### src/rtl/prof_syn_pkg.sv
package prof_syn_pkg;

  localparam int REG_W    = 64;
  localparam int CLS_W    = 6;
  localparam int CODE_W   = 6;
  localparam int CLS_LSB  = 26;
  localparam int LOST_BIT = 19;
  localparam int EA_BIT   = 18;
  localparam int SVC_BIT  = 17;
  localparam int COLL_BIT = 16;

  typedef enum logic [CLS_W-1:0] {
    CLS_OTHER  = 6'b000000,
    CLS_ABT_S1 = 6'b100100,
    CLS_ABT_S2 = 6'b100101
  } cls_e;

  typedef enum logic [1:0] {
    KIND_OTHER  = 2'd0,
    KIND_ABT_S1 = 2'd1,
    KIND_ABT_S2 = 2'd2,
    KIND_SPARE  = 2'd3
  } kind_e;

  typedef struct packed {
    cls_e              cls;
    logic              lost;
    logic              ea;
    logic              svc;
    logic              coll;
    logic [CODE_W-1:0] code;
  } syn_t;

  localparam logic [CODE_W-1:0] CODE_ASYNC_EA = 6'b010001;

endpackage

### src/rtl/prof_syn_class_map.sv
module prof_syn_class_map
  import prof_syn_pkg::*;
(
  input  logic [1:0]       kind,
  input  logic [CLS_W-1:0] raw_cls,
  output cls_e             evt_cls,
  output cls_e             wr_cls
);

  // Class from an event kind; the spare kind folds to the other class.
  always_comb begin
    case (kind)
      KIND_ABT_S1: evt_cls = CLS_ABT_S1;
      KIND_ABT_S2: evt_cls = CLS_ABT_S2;
      default:     evt_cls = CLS_OTHER;
    endcase
  end

  // Class from software data; reserved codes collapse to the other class.
  always_comb begin
    case (raw_cls)
      6'b100100: wr_cls = CLS_ABT_S1;
      6'b100101: wr_cls = CLS_ABT_S2;
      default:   wr_cls = CLS_OTHER;
    endcase
  end

endmodule

### src/rtl/prof_syn_code_filter.sv
module prof_syn_code_filter
  import prof_syn_pkg::*;
#(
  parameter bit HAS_ALIGN_FAULT  = 1'b1,
  parameter bit HAS_ATOMIC_FAULT = 1'b1
) (
  input  cls_e              cls,
  input  logic [CODE_W-1:0] code_in,
  output logic [CODE_W-1:0] code_out,
  output logic              is_async_ea
);

  logic is_abort;
  logic ok_level;   // address size / translation / access flag / permission
  logic ok_ext;     // synchronous or asynchronous abort on write
  logic ok_walk;    // synchronous abort on table walk
  logic ok_tlb;
  logic ok_align;
  logic ok_atomic;
  logic abort_ok;
  logic status_ok;

  assign is_abort = (cls != CLS_OTHER);
  assign ok_level = (code_in[5:4] == 2'b00);
  assign ok_ext   = (code_in[5:1] == 5'b01000);
  assign ok_walk  = (code_in[5:2] == 4'b0101);
  assign ok_tlb   = (code_in == 6'b110000);

  generate
    if (HAS_ALIGN_FAULT) begin : g_align
      assign ok_align = (code_in == 6'b100001);
    end else begin : g_no_align
      assign ok_align = 1'b0;
    end
    if (HAS_ATOMIC_FAULT) begin : g_atomic
      assign ok_atomic = (code_in == 6'b110001);
    end else begin : g_no_atomic
      assign ok_atomic = 1'b0;
    end
  endgenerate

  assign abort_ok  = ok_level | ok_ext | ok_walk | ok_tlb | ok_align | ok_atomic;
  assign status_ok = (code_in[5:1] == 5'b00000);

  always_comb begin
    code_out = '0;
    if (is_abort) begin
      if (abort_ok) code_out = code_in;
    end else begin
      if (status_ok) code_out = code_in;
    end
  end

  assign is_async_ea = is_abort && (code_in == CODE_ASYNC_EA);

endmodule

### src/rtl/prof_syn_next.sv
module prof_syn_next
  import prof_syn_pkg::*;
(
  input  syn_t              cur,
  input  logic              evt_valid,
  input  cls_e              evt_cls,
  input  logic [CODE_W-1:0] evt_code_f,
  input  logic              evt_async,
  input  logic              evt_lost,
  input  logic              evt_ext_abort,
  input  logic              coll_pulse,
  input  logic              wr_en,
  input  cls_e              wr_cls,
  input  logic [CODE_W-1:0] wr_code_f,
  input  logic              wr_lost,
  input  logic              wr_ea,
  input  logic              wr_svc,
  input  logic              wr_coll,
  output syn_t              nxt,
  output logic              load
);

  always_comb begin
    nxt  = cur;
    load = evt_valid | wr_en | coll_pulse;
    if (evt_valid) begin
      nxt.cls  = evt_cls;
      nxt.code = evt_code_f;
      nxt.lost = evt_lost | evt_async;
      nxt.ea   = evt_ext_abort;
      nxt.svc  = 1'b1;
      nxt.coll = cur.coll | coll_pulse;
    end else if (wr_en) begin
      nxt.cls  = wr_cls;
      nxt.code = wr_code_f;
      nxt.lost = wr_lost;
      nxt.ea   = wr_ea;
      nxt.svc  = wr_svc;
      nxt.coll = wr_coll | coll_pulse;
    end else begin
      nxt.coll = cur.coll | coll_pulse;
    end
  end

endmodule

### src/rtl/prof_syn_reg.sv
module prof_syn_reg
  import prof_syn_pkg::*;
#(
  parameter bit HAS_ALIGN_FAULT  = 1'b1,
  parameter bit HAS_ATOMIC_FAULT = 1'b1
) (
  input  logic              clk,
  input  logic              rst_n,
  input  logic              evt_valid,
  input  logic [1:0]        evt_kind,
  input  logic [CODE_W-1:0] evt_code,
  input  logic              evt_lost,
  input  logic              evt_ext_abort,
  input  logic              coll_pulse,
  input  logic              reg_wr_en,
  input  logic [REG_W-1:0]  reg_wr_data,
  output logic [REG_W-1:0]  reg_rd_data,
  output logic              irq
);

  cls_e              evt_cls;
  cls_e              wr_cls;
  logic [CODE_W-1:0] evt_code_f;
  logic [CODE_W-1:0] wr_code_f;
  logic              evt_async;
  logic              wr_async_unused;
  syn_t              syn_q;
  syn_t              syn_d;
  logic              syn_load;

  prof_syn_class_map u_class_map (
    .kind    (evt_kind),
    .raw_cls (reg_wr_data[CLS_LSB +: CLS_W]),
    .evt_cls (evt_cls),
    .wr_cls  (wr_cls)
  );

  prof_syn_code_filter #(
    .HAS_ALIGN_FAULT  (HAS_ALIGN_FAULT),
    .HAS_ATOMIC_FAULT (HAS_ATOMIC_FAULT)
  ) u_evt_filter (
    .cls         (evt_cls),
    .code_in     (evt_code),
    .code_out    (evt_code_f),
    .is_async_ea (evt_async)
  );

  prof_syn_code_filter #(
    .HAS_ALIGN_FAULT  (HAS_ALIGN_FAULT),
    .HAS_ATOMIC_FAULT (HAS_ATOMIC_FAULT)
  ) u_wr_filter (
    .cls         (wr_cls),
    .code_in     (reg_wr_data[CODE_W-1:0]),
    .code_out    (wr_code_f),
    .is_async_ea (wr_async_unused)
  );

  prof_syn_next u_next (
    .cur           (syn_q),
    .evt_valid     (evt_valid),
    .evt_cls       (evt_cls),
    .evt_code_f    (evt_code_f),
    .evt_async     (evt_async),
    .evt_lost      (evt_lost),
    .evt_ext_abort (evt_ext_abort),
    .coll_pulse    (coll_pulse),
    .wr_en         (reg_wr_en),
    .wr_cls        (wr_cls),
    .wr_code_f     (wr_code_f),
    .wr_lost       (reg_wr_data[LOST_BIT]),
    .wr_ea         (reg_wr_data[EA_BIT]),
    .wr_svc        (reg_wr_data[SVC_BIT]),
    .wr_coll       (reg_wr_data[COLL_BIT]),
    .nxt           (syn_d),
    .load          (syn_load)
  );

  always_ff @(posedge clk or negedge rst_n) begin
    if (!rst_n) begin
      syn_q <= '{cls: CLS_OTHER, lost: 1'b0, ea: 1'b0, svc: 1'b0,
                 coll: 1'b0, code: '0};
    end else if (syn_load) begin
      syn_q <= syn_d;
    end
  end

  always_comb begin
    reg_rd_data                        = '0;
    reg_rd_data[CLS_LSB +: CLS_W]      = syn_q.cls;
    reg_rd_data[LOST_BIT]              = syn_q.lost;
    reg_rd_data[EA_BIT]                = syn_q.ea;
    reg_rd_data[SVC_BIT]               = syn_q.svc;
    reg_rd_data[COLL_BIT]              = syn_q.coll;
    reg_rd_data[CODE_W-1:0]            = syn_q.code;
  end

  assign irq = syn_q.svc;

endmodule

### config.mk
export PLATFORM = sky130hd
export DESIGN_NAME = prof_syn_reg
export DESIGN_NICKNAME = d
export VERILOG_FILES = /design/src/rtl/prof_syn_pkg.sv /design/src/rtl/prof_syn_class_map.sv /design/src/rtl/prof_syn_code_filter.sv /design/src/rtl/prof_syn_next.sv /design/src/rtl/prof_syn_reg.sv
export SDC_FILE = /design/constraint.sdc
export NUM_CORES = 1
export LEC_CHECK = 0
export ABC_CLOCK_PERIOD_IN_PS = 1200
export CAP_MARGIN = 20
export CELL_PAD_IN_SITES_DETAIL_PLACEMENT = 2
export CELL_PAD_IN_SITES_GLOBAL_PLACEMENT = 2
export CORE_MARGIN = 3
export CORE_UTILIZATION = 28
export CTS_CLUSTER_DIAMETER = 40
export DETAILED_ROUTE_END_ITERATION = 8
export DONT_BUFFER_PORTS = 1
export PLACE_DENSITY_LB_ADDON = 0.1
export SLEW_MARGIN = 5
export SYNTH_ARGS = -nofsm -noshare
export SYNTH_HDL_FRONTEND = slang
export SYNTH_SLANG_ARGS = --single-unit
### constraint.sdc
create_clock -name clk -period 1.2 [get_ports clk]
set_clock_uncertainty 0.1 [all_clocks]
set_input_delay 0.12 -clock clk [delete_from_list [all_inputs] [get_ports clk]]
set_output_delay 0.12 -clock clk [all_outputs]
set_load 0.02 [all_outputs]
# [Word level (Yosys, flattened, before mapping)]
# Cells that the tools add are included.
[totals] regBits=16 elab_cells=57 in_bits=79 output_inout_bits=65
[op_classes] reduce_logical=9 bitwise_logic=15 n_eq_ne=15 mux=12
[ops] operator="$eq 6x6->1 const B" count=8
[ops] operator="$mux 6" count=7
[ops] operator="$pmux 6 s2" count=2
[ops] operator="$mux 16" count=1
[ops] operator="$or 1x1->1" count=15
[ops] operator="$reduce_bool 6->1" count=2
[ops] operator="$eq 5x4->1 const B" count=2
[ops] operator="$logic_not 5->1" count=2
[ops] operator="$mux 9" count=1
[ops] operator="$eq 4x3->1 const B" count=2
[ops] operator="$eq 6x5->1 const B" count=1
[ops] operator="$logic_not 2->1" count=2
[ops] operator="$eq 2x1->1 const B" count=1
[ops] operator="$eq 2x2->1 const B" count=1
[ops] operator="$reduce_and 2->1" count=1
[ops] operator="$reduce_bool 2->1" count=1
[ops] operator="$logic_and 1x1->1" count=1
[ops] operator="$mux 1" count=1

# [Depth between registers and ports, before layout]
# Gate-level depths: netlist (run 1).
[depth] depth_word=10 ltp_mapped=6

# [By module]
# From an unflattened synthesis (run 1), not the netlist that was laid out.
[hier_totals] hier_cells=186 hier_area_um2=1760.4
[by_module_without_submodules] mod="prof_syn_reg" cells_each=84 n_inst=1 area_each_um2=1021.0 seq_area_each_um2=400.4
[by_module_without_submodules] mod="prof_syn_next" cells_each=53 n_inst=1 area_each_um2=360.3 seq_area_each_um2=0.0
[by_module_without_submodules] mod="prof_syn_code_filter" cells_each=17 n_inst=2 area_each_um2=133.9 seq_area_each_um2=0.0
[by_module_without_submodules] mod="prof_syn_class_map" cells_each=15 n_inst=1 area_each_um2=111.4 seq_area_each_um2=0.0

# [Worst setup path before layout (run 1)]
# OpenSTA, ideal clock, no wires.
[synth_path] path_type="input -> register" from="input port evt_kind[0]" to="register syn_q, in the netlist reg_rd_data[5]" slack_ps=-67 path_stages=6 t_arrival_ps=1090 path_cell_list="inv_1 ha_1 and2b_4 nand4b_2 a21o_1 a21oi_1"
[synth_between] elab_chain_cells=5 word_cells_on_any_way=6 cone_classes="2 x eq/ne; 3 x mux; 1 x reduce/logical"
[synth_lines] element="start, declared" line="prof_syn_reg.sv:10" text="input logic [1:0] evt_kind,"
[synth_lines] element="$eq 2x2->1 / $eq 2x1->1 (equally long branches)" line="prof_syn_class_map.sv:12" text="case (kind)"
[synth_lines] element="$pmux 6 s2 *" line="prof_syn_class_map.sv:12"
[synth_lines] element="$reduce_bool 6->1 *" line="prof_syn_code_filter.sv:23" text="assign is_abort = (cls != CLS_OTHER);"
[synth_lines] element="$mux 6 *" line="prof_syn_code_filter.sv:47" text="if (is_abort) begin"
[synth_lines] element="$mux 16 *" line="prof_syn_next.sv:26" text="if (evt_valid) begin"
[synth_lines] element="end signal, assigned" line="prof_syn_reg.sv:80" text="syn_q <= '{cls: CLS_OTHER, lost: 1'b0, ea: 1'b0, svc: 1'b0,"
[synth_lines] element="end signal, assigned" line="prof_syn_reg.sv:83" text="syn_q <= syn_d;"
[synth_lines] element="end, declared" line="prof_syn_reg.sv:27" text="syn_t syn_q;"
# Mark *: on every way between the ends. The rest lies on a longest branch, timed or not.
# A chain may end at the register's enable or synchronous reset.

# [Final worst setup path (run 1)]
[layout_path] from="input port reg_wr_en" to="register syn_q, in the netlist reg_rd_data[19]"
[layout_between] elab_chain_cells=3 word_cells_on_any_way=4 cone_classes="2 x bitwise; 2 x reduce/logical"
[layout_lines] element="start, declared" line="prof_syn_reg.sv:15" text="input logic reg_wr_en,"
[layout_lines] element="$or 1x1->1 (2 in series)" line="prof_syn_next.sv:25" text="load = evt_valid | wr_en | coll_pulse;"
[layout_lines] element="$reduce_and 2->1 (no line) *"
# Marked as above.

==> results of run 1 <==
-- timing repair --
| item | in CTS | in global routing |
|---|---|---|
| setup endpoints to repair | 0 | 2 |
| endpoints found under the hold margin | 23 | 0 |
| hold buffers | 15 | 0 |
| resized for setup | 0 | 1 |
-- routing by layer --
layer  global-route usage  vias to the layer above  wire [um]
met5                    0                        -          0
met3               0.0505                        2        375
li1                     -                      426          -
met4               0.0251                        0         13
met1                0.150                      464       1280
met2                0.228                       65       1690
-- logic make-up after synthesis --
kind of cell	after synthesis	share of synthesized area
buffers and inverters	59	0.358
AND/OR/NAND/NOR	37	0.202
AO/OA/AOI/OAI	25	0.149
flip-flops	12	0.252
multiplexers	3	0.0252
adder cells (fa/ha/maj)	1	0.0105
other	1	0.00315
-- worst max-delay path by stage --
stage | startpoint | end | slack, ns | cells past startpoint
3_3_place_gp | evt_kind[0] | reg_rd_data[5] | -0.05 | 6
6_report | reg_wr_en | reg_rd_data[19] | 0.15 | 3
3_5_place_dp | evt_kind[0] | reg_rd_data[5] | -0.06 | 6
4_1_cts | evt_valid | reg_rd_data[19] | 0.06 | 3
5_1_grt | reg_rd_data[19] | reg_rd_data[19] | 0.05 | 3
2_1_floorplan | evt_kind[0] | reg_rd_data[5] | 0.004 | 6
-- flip-flops by register name (all words and copies together), names as in the netlist --
signal and cells:
irq 1, reg_rd_data 11
-- stage by stage --
stage | hold slack, ns | utilization | area, um2 | setup WS (ns) | power, mW
floorplan | -0.276 | - | 1390 | 0.00398 | 0.865
global placement | -0.275 | 0.277 | 1120 | -0.0454 | 0.775
global route | 0.0264 | 0.325 | 1320 | 0.0468 | 1.28
detailed placement | -0.275 | 0.277 | 1120 | -0.0568 | 0.780
CTS | 0.0105 | 0.324 | 1320 | 0.0576 | 1.22
finish | 0.0103 | 0.325 | 1320 | 0.148 | 1.21
-- cell usage after synthesis, drive strengths merged, types with 2 or more instances --
library cell,n
nand2,5
o21ai,5
mux2i,3
a31oi,2
a21oi,3
o2111ai,3
nand4b,3
nand3,4
a211oi,2
nor2b,6
nor4,2
nor2,7
inv,2
nor3,3
a211o,2
a32oi,2
buf,56
dfrtp,12
-- final cells by class --
cell class,count,share of cell area
Timing Repair Buffer,27,0.184
Clock buffer,3,0.0313
Multi-Input combinational cell,117,0.504
Sequential cell,12,0.228
Inverter,2,0.00569
Tap cell,50,0.0474
-- power groups by stage --
stage / Clock [mW] / Sequential [mW] / Combinational (mW)
after floorplan: 0 / 0.480 / 0.385
after CTS: 0.390 / 0.452 / 0.380
after detailed placement: 0 / 0.458 / 0.322
after global routing: 0.410 / 0.455 / 0.418
after global placement: 0 / 0.457 / 0.317
final: 0.372 / 0.451 / 0.385
-- critical path, cell delays in order --
cell and delay (ns):
dlygate4sd3_1 0.60, a211oi_1 0.27, a21oi_1 0.06
==> results.py, run 1 <==
metrics = {
    "placement": {
        "port_buffers": 0,
        "dp.cells": 193,
        "gp_congestion": 0.675,
        "hpwlAfterDp_um": 2520,
    },
    "detailed_routing": {
        "drt_first_pass_iters": 3,
        "ant_nets": 0,
        "via_per_inst": 4.54,
        "drc_errors": 0,
        "num_vias": 957,
        "drt_iter0_drc": 8,
        "routed_wl_um": 3350,
        "wl_per_cell_um": 15.9,
    },
    "worst_setup_path": {
        "reg2reg_setup_slack_ns": 0.18,
        "crit_arrival_ns": 1.06,
        "required_ns": 1.20,
        "r2r-start": "reg_rd_data[19]",
        "cp-end-kind": "flop",
        "crit_type": "primary input to flop",
        "startpoint_type": "primary input",
        "crit_fanout": 10,
        "worstReg2RegEnd": "reg_rd_data[19]",
        "worstRegToRegCells": 3,
    },
    "sta": {
        "layout_min_cycle_time_ns": 1.05,
        "timing.fmax_mhz": 951,
        "finalSetupTns_ns": 0,
        "rsz0062_at_grt": "false",
        "worst_pin_slew_ns": 0.572,
        "fin_crit_sh": 0.877,
        "hold_viol_final": 0,
        "setup_viol": 0,
        "slew_headroom": 0.617,
        "slew_violations": 0,
    },
    "layout": {
        "layout_commonest_cell": "conb_1",
        "n_fill_cell": 480,
        "instances_no_fill": 211,
        "layout_common_cells": "conb_1 (51), dlygate4sd3_1 (14), dfrtp_1 (12), buf_4 (12), nor2_1 (7)",
        "area_delta_synth_final_pct": 10.7,
        "seq_area_um2": 300,
        "drive_gt1_frac": 0.130,
        "multi_input_area_um2": 664,
        "n_antenna_cell": 0,
        "nets": 243,
    },
    "yosys": {
        "yosysWarnings": 0,
        "synthTopCellsByArea": "buf_4 (34%), dfrtp_1 (25%), nor2b_1 (2.6%)",
        "async_flop_share": 1.00,
        "synth_top_cell_area_share": 0.340,
        "synth_edf_count": 0,
        "yosysTopAreaCell": "buf_4",
        "avgSynthCellArea_um2": 8.63,
        "synth.distinct_cells": 39,
        "ys_seq_area_frac": 0.252,
        "synthesis.instances": 138,
        "synthFlopType": "dfrtp_1",
        "synth_seq_cells": 12,
        "syn_area_um2": 1190,
    },
    "pwr": {
        "p_seq_frac": 0.373,
        "powerDensity_nw_per_um2": 916,
        "p_clk_frac": 0.308,
        "switchingPower_mw": 0.434,
        "swShare": 0.359,
        "cell_internal_pwr_mw": 0.774,
        "pwr-share-comb": 0.319,
        "ir_worst_vdd_mv": 0.255,
        "leakagePower_nw": 0.650,
    },
    "clock_tree": {
        "cts_tree": "built",
        "cts_made_buffers": 3,
        "post-cts-setup-buffers": 0,
        "cts_root_buf": "clkbuf_8",
        "cts_max_level": 1,
        "clock_path_buffers": 2,
        "clk_latency_ns": 0.24,
        "clk_transition_reported_paths_ns": 0.05,
        "clock-sinks": 12,
    },
    "global_route": {
        "antenna_found_initial": 0,
        "overflow": 0,
        "grt_pass1_vias": 982,
        "track_usage": 0.130,
        "grt_pass1_wl_um": 5150,
        "grt_max_degree": 13,
    },
    "hold_path": {
        "hold_path.class": "primary input to flop",
        "min_to": "reg_rd_data[26]",
        "hold_depth": 2,
        "hp-start": "reg_wr_data[26]",
    },
    "die": {
        "fp.coreArea_um2": 4060,
        "chipWidth_um": 71.2,
        "initial_core_util": 0.294,
        "rows": 23,
        "die-area_um2": 5070,
        "die_h_um": 71.2,
        "ios": 144,
    },
    "job": {
        "max-cap-violations": 0,
    },
    "status": {
        "status": "completed",
    },
}
No activity file was read; power rests on OpenSTA's default activity.
==> run 2: changes to the inputs <==
- ABC_CLOCK_PERIOD_IN_PS: 1200 -> 1020
- clock period: 1.2 -> 1.02 ns (I/O delays scaled with it)
==> results.py, run 2 (synthesis results as in run 1) <==
metrics = {
    "clock_tree": {
        "clock_path_buffers": 2,
        "cts_made_buffers": 3,
        "cts_root_buf": "clkbuf_8",
        "cts_max_level": 1,
        "clock-sinks": 12,
        "clk_latency_ns": 0.24,
        "holdBufCountCts": 6,
        "clk_transition_reported_paths_ns": 0.06,
        "cts_tree": "built",
    },
    "die": {
        "fp.coreArea_um2": 4060,
        "ios": 144,
        "rows": 23,
        "die_h_um": 71.2,
        "die-area_um2": 5070,
        "chipWidth_um": 71.2,
        "initial_core_util": 0.294,
    },
    "worst_setup_path": {
        "r2r-start": "irq",
        "crit_arrival_ns": 0.79,
        "worstRegToRegCells": 2,
        "max_stage_delay_ns": 0.39,
        "crit_type": "flop to primary output",
        "worst-path-buf-inv": 1,
        "startpoint_type": "flop",
        "worstReg2RegEnd": "irq",
        "reg2reg_setup_slack_ns": 0.05,
        "crit_slowest_cell": "dfrtp_1",
        "worstPathCellList": "buf_4",
        "crit_family": "flip-flops",
        "cp-end-kind": "primary output",
        "required_ns": 0.82,
        "crit_fanout": 2,
    },
    "detailed_routing": {
        "drt_first_pass_iters": 4,
        "via_per_inst": 4.45,
        "drt_iter0_drc": 49,
        "num_vias": 912,
        "routed_wl_um": 3170,
        "wl_per_cell_um": 15.5,
        "ant_nets": 0,
        "drc_errors": 0,
    },
    "layout": {
        "n_antenna_cell": 0,
        "area_delta_synth_final_pct": 7.88,
        "instances_no_fill": 205,
        "drive_gt1_frac": 0.168,
        "nets": 236,
        "finish.utilization": 0.317,
        "n_fill_cell": 495,
        "layout_commonest_cell": "conb_1",
        "largest_reg_flops": 11,
        "layout_common_cells": "conb_1 (51), dfrtp_1 (11), buf_4 (10), nor2_1 (7)",
    },
    "sta": {
        "setup_viol": 0,
        "whs_ns": -0.161,
        "slew_violations": 0,
        "rsz0062_at_grt": "false",
        "hold_viol_final": 9,
        "worst_pin_slew_ns": 0.609,
        "layout_min_cycle_time_ns": 0.994,
        "timing.fmax_mhz": 1010,
        "slew_headroom": 0.592,
        "fin_crit_sh": 0.974,
    },
    "placement": {
        "dp.cells": 194,
        "hpwlAfterDp_um": 2510,
        "port_buffers": 0,
        "gp_congestion": 0.708,
    },
    "global_route": {
        "antenna_found_initial": 0,
        "grt_pass1_vias": 937,
        "grt.met2_usage": 0.216,
        "grt_max_degree": 19,
        "busiest_layer": "met2",
        "grt_pass1_wl_um": 4730,
        "use_met1": 0.137,
        "grt_use_met3": 0.0323,
        "overflow": 0,
        "track_usage": 0.118,
    },
    "pwr": {
        "leakagePower_nw": 0.643,
        "p_clk_frac": 0.355,
        "pwr-share-comb": 0.294,
        "swShare": 0.343,
        "cell_internal_pwr_mw": 0.978,
        "ir_worst_vdd_mv": 0.323,
        "p_seq_frac": 0.351,
        "powerDensity_nw_per_um2": 1160,
        "total_power_mw": 1.49,
        "switchingPower_mw": 0.511,
    },
    "job": {
        "max-cap-violations": 0,
    },
    "status": {
        "status": "complete, but fails checks",
        "failed_checks": "hold timing",
    },
    "hold_path": {
        "hold_path.class": "primary input to flop",
        "min_to": "reg_rd_data[19]",
        "hp-start": "evt_valid",
        "hold_depth": 1,
    },
}
## run 2: per-stage QoR
step / setup slack [ns] / TNS [ns] / instance area [um2]
CTS: 0.000831 / 0 / 1270
global route: 0.00344 / 0 / 1280
finish: 0.0261 / 0 / 1280
detailed placement: -0.164 / -0.422 / 1140
floorplan: -0.102 / -0.156 / 1400
global placement: -0.136 / -0.335 / 1140
## run 2: final cells by class
class,instances,area [um2],share of cell area
clock buffers,4,55.1,0.0428
multi-input cells,117,673,0.524
flip-flops and latches,12,302,0.235
well taps,50,62.6,0.0487
inverters,2,10.0,0.00779
repair buffers,20,183,0.142
## run 2: repair_timing
| action | CTS | global route |
|---|---|---|
| cloned | 0 | 0 |
| resized for setup | 3 | 2 |
| setup buffers | 0 | 1 |
| endpoints found under the hold margin | 23 | 9 |
| endpoints found under the setup margin | 5 | 3 |
## run 2: per-layer routing
metal | routed length, um | share of wire
met2 | 1590 | 0.50
met5 | 0 | 0
met3 | 311 | 0.098
met1 | 1260 | 0.40
met4 | 7 | 0.0022
## run 2: how the worst max path moves through the flow
stage                    start  cells past startpoint  slack [ns]              end
3_3_place_gp       evt_kind[1]                      5       -0.14   reg_rd_data[5]
5_1_grt        reg_rd_data[19]                      3       0.003  reg_rd_data[19]
3_5_place_dp       evt_kind[1]                      5       -0.16   reg_rd_data[5]
4_1_cts         reg_rd_data[4]                      1      0.0008   reg_rd_data[4]
6_report        reg_rd_data[4]                      1        0.03   reg_rd_data[4]
2_1_floorplan      evt_kind[1]                      5       -0.10   reg_rd_data[5]
## run 2: power groups by stage
stage / combinational (mW) / sequential [mW] / clock (mW)
global placement: 0.388 / 0.528 / 0
CTS: 0.429 / 0.524 / 0.558
global route: 0.472 / 0.526 / 0.567
detailed placement: 0.391 / 0.530 / 0
finish: 0.437 / 0.523 / 0.529
floorplan: 0.458 / 0.565 / 0
==> run 3: changes to the inputs <==
--- a/config.mk
+++ b/config.mk
@@ -16,3 +16,3 @@
 export DONT_BUFFER_PORTS = 1
-export PLACE_DENSITY_LB_ADDON = 0.1
+export PLACE_DENSITY = 0.81
 export SLEW_MARGIN = 5
==> constraint.sdc (replaced) <==
create_clock -name clk -period 1.02 [get_ports clk]
set_clock_uncertainty 0.1 [all_clocks]
set_input_delay 0.153 -clock clk [delete_from_list [all_inputs] [get_ports clk]]
set_output_delay 0.153 -clock clk [all_outputs]
set_load 0.02 [all_outputs]
==> results.py, run 3 (synthesis results as in run 1) <==
metrics = {
    "placement": {
        "pre_cts_slack_ns": -0.213,
        "port_buffers": 0,
        "hpwlAfterDp_um": 2610,
        "gp_congestion": 0.745,
    },
    "status": {
        "failed_checks": "hold timing, setup timing",
        "status": "complete, but fails checks",
    },
    "layout": {
        "finish.utilization": 0.326,
        "nets": 236,
        "layout_commonest_cell": "conb_1",
        "layout_common_cells": "conb_1 (51), buf_6 (11), dfrtp_1 (11), nor2_1 (7)",
        "n_antenna_cell": 0,
        "area_delta_synth_final_pct": 11.0,
        "largest_reg_flops": 11,
        "drive_gt1_frac": 0.200,
    },
    "worst_setup_path": {
        "worstPathCellList": "buf_6",
        "crit_slowest_cell": "dfrtp_1",
        "crit_fanout": 2,
        "max_stage_delay_ns": 0.40,
        "crit_arrival_ns": 0.79,
        "cp-end-kind": "primary output",
        "startpoint_type": "flop",
        "crit_type": "flop to primary output",
        "required_ns": 0.77,
        "worst-path-buf-inv": 1,
        "crit_family": "flip-flops",
    },
    "die": {
        "die-area_um2": 5070,
        "rows": 23,
        "fp.coreArea_um2": 4060,
        "die_h_um": 71.2,
        "chipWidth_um": 71.2,
        "ios": 144,
        "initial_core_util": 0.294,
    },
    "clock_tree": {
        "clk_transition_reported_paths_ns": 0.06,
        "clock_path_buffers": 2,
        "clock-sinks": 12,
        "clk_latency_ns": 0.24,
        "cts_max_level": 1,
        "cts_tree": "built",
        "holdBufCountCts": 4,
        "cts_root_buf": "clkbuf_8",
        "cts_made_buffers": 3,
    },
    "sta": {
        "rsz0062_at_grt": "true",
        "worst_pin_slew_ns": 0.615,
        "setup_viol": 13,
        "timing.fmax_mhz": 956,
        "finalSetupTns_ns": -0.146,
        "fin_crit_sh": 1.03,
        "layout_min_cycle_time_ns": 1.05,
        "hold_viol_final": 7,
        "fin_ws_ns": -0.0255,
        "slew_violations": 0,
        "whs_ns": -0.102,
        "slew_headroom": 0.589,
    },
    "hold_path": {
        "hold_path.class": "primary input to flop",
    },
    "pwr": {
        "leakagePower_nw": 0.646,
        "total_power_mw": 1.51,
        "powerDensity_nw_per_um2": 1140,
        "ir_worst_vdd_mv": 0.456,
    },
    "global_route": {
        "grt_max_degree": 19,
        "antenna_found_initial": 0,
        "track_usage": 0.120,
        "grt_pass1_wl_um": 4840,
        "grt_pass1_vias": 985,
        "overflow": 0,
    },
    "detailed_routing": {
        "drc_errors": 0,
        "routed_wl_um": 3190,
        "wl_per_cell_um": 15.5,
        "via_per_inst": 4.41,
        "num_vias": 904,
        "ant_nets": 0,
        "drt_iter0_drc": 46,
        "drt_first_pass_iters": 3,
    },
    "job": {
        "max-cap-violations": 0,
    },
}
## run 3: what timing repair did
item,CTS,global route
endpoints found under the hold margin,21,7
endpoints found under the setup margin,13,17
pin swaps,0,1
gates resized for setup,12,4
buffers inserted,3,0
## run 3: worst paths after layout
check                                start               to  slack [ns]  cells after the start
max                        reg_rd_data[28]  reg_rd_data[31]       -0.03                      1
min                              evt_valid  reg_rd_data[26]       -0.10                      1
max reg2reg                reg_rd_data[19]  reg_rd_data[19]        0.03                      3
min reg2reg                 reg_rd_data[0]   reg_rd_data[0]        0.45                      2
max in group asynchronous            rst_n              irq        0.12                      1
min in group asynchronous            rst_n   reg_rd_data[5]        0.26                      1
## run 3: cell type report
| class | instances | area [um2] |
|---|---|---|
| repair buffers | 20 | 201 |
| multi-input cells | 117 | 692 |
| clock buffers | 4 | 55.1 |
| fillers | 475 | 2740 |
| well taps | 50 | 62.6 |
| inverters | 2 | 10.0 |
| flip-flops and latches | 12 | 302 |
## run 3: layer usage
| layer | up-vias | track usage | share of wire |
|---|---|---|---|
| met3 | 2 | 0.0407 | 0.089 |
| met1 | 440 | 0.120 | 0.32 |
| met4 | 0 | 0.0209 | 0.0044 |
| met2 | 48 | 0.238 | 0.58 |
| met5 | - | 0 | 0 |
| li1 | 414 | - | - |
## run 3: stage by stage
stage | area [um2] | std cells | hold slack (ns)
floorplan | 1400 | 188 | -0.243
CTS | 1310 | 205 | -0.105
finish | 1320 | 205 | -0.102
global route | 1320 | 205 | -0.118
detailed placement | 1140 | 194 | -0.242
global placement | 1140 | 194 | -0.242
## run 3: where the power goes
part / switching [mW] / internal (mW) / total [mW]
logic: 0.304 / 0.148 / 0.452
clock network: 0.188 / 0.342 / 0.529
registers: 0.0234 / 0.506 / 0.529
total: 0.515 / 0.995 / 1.51
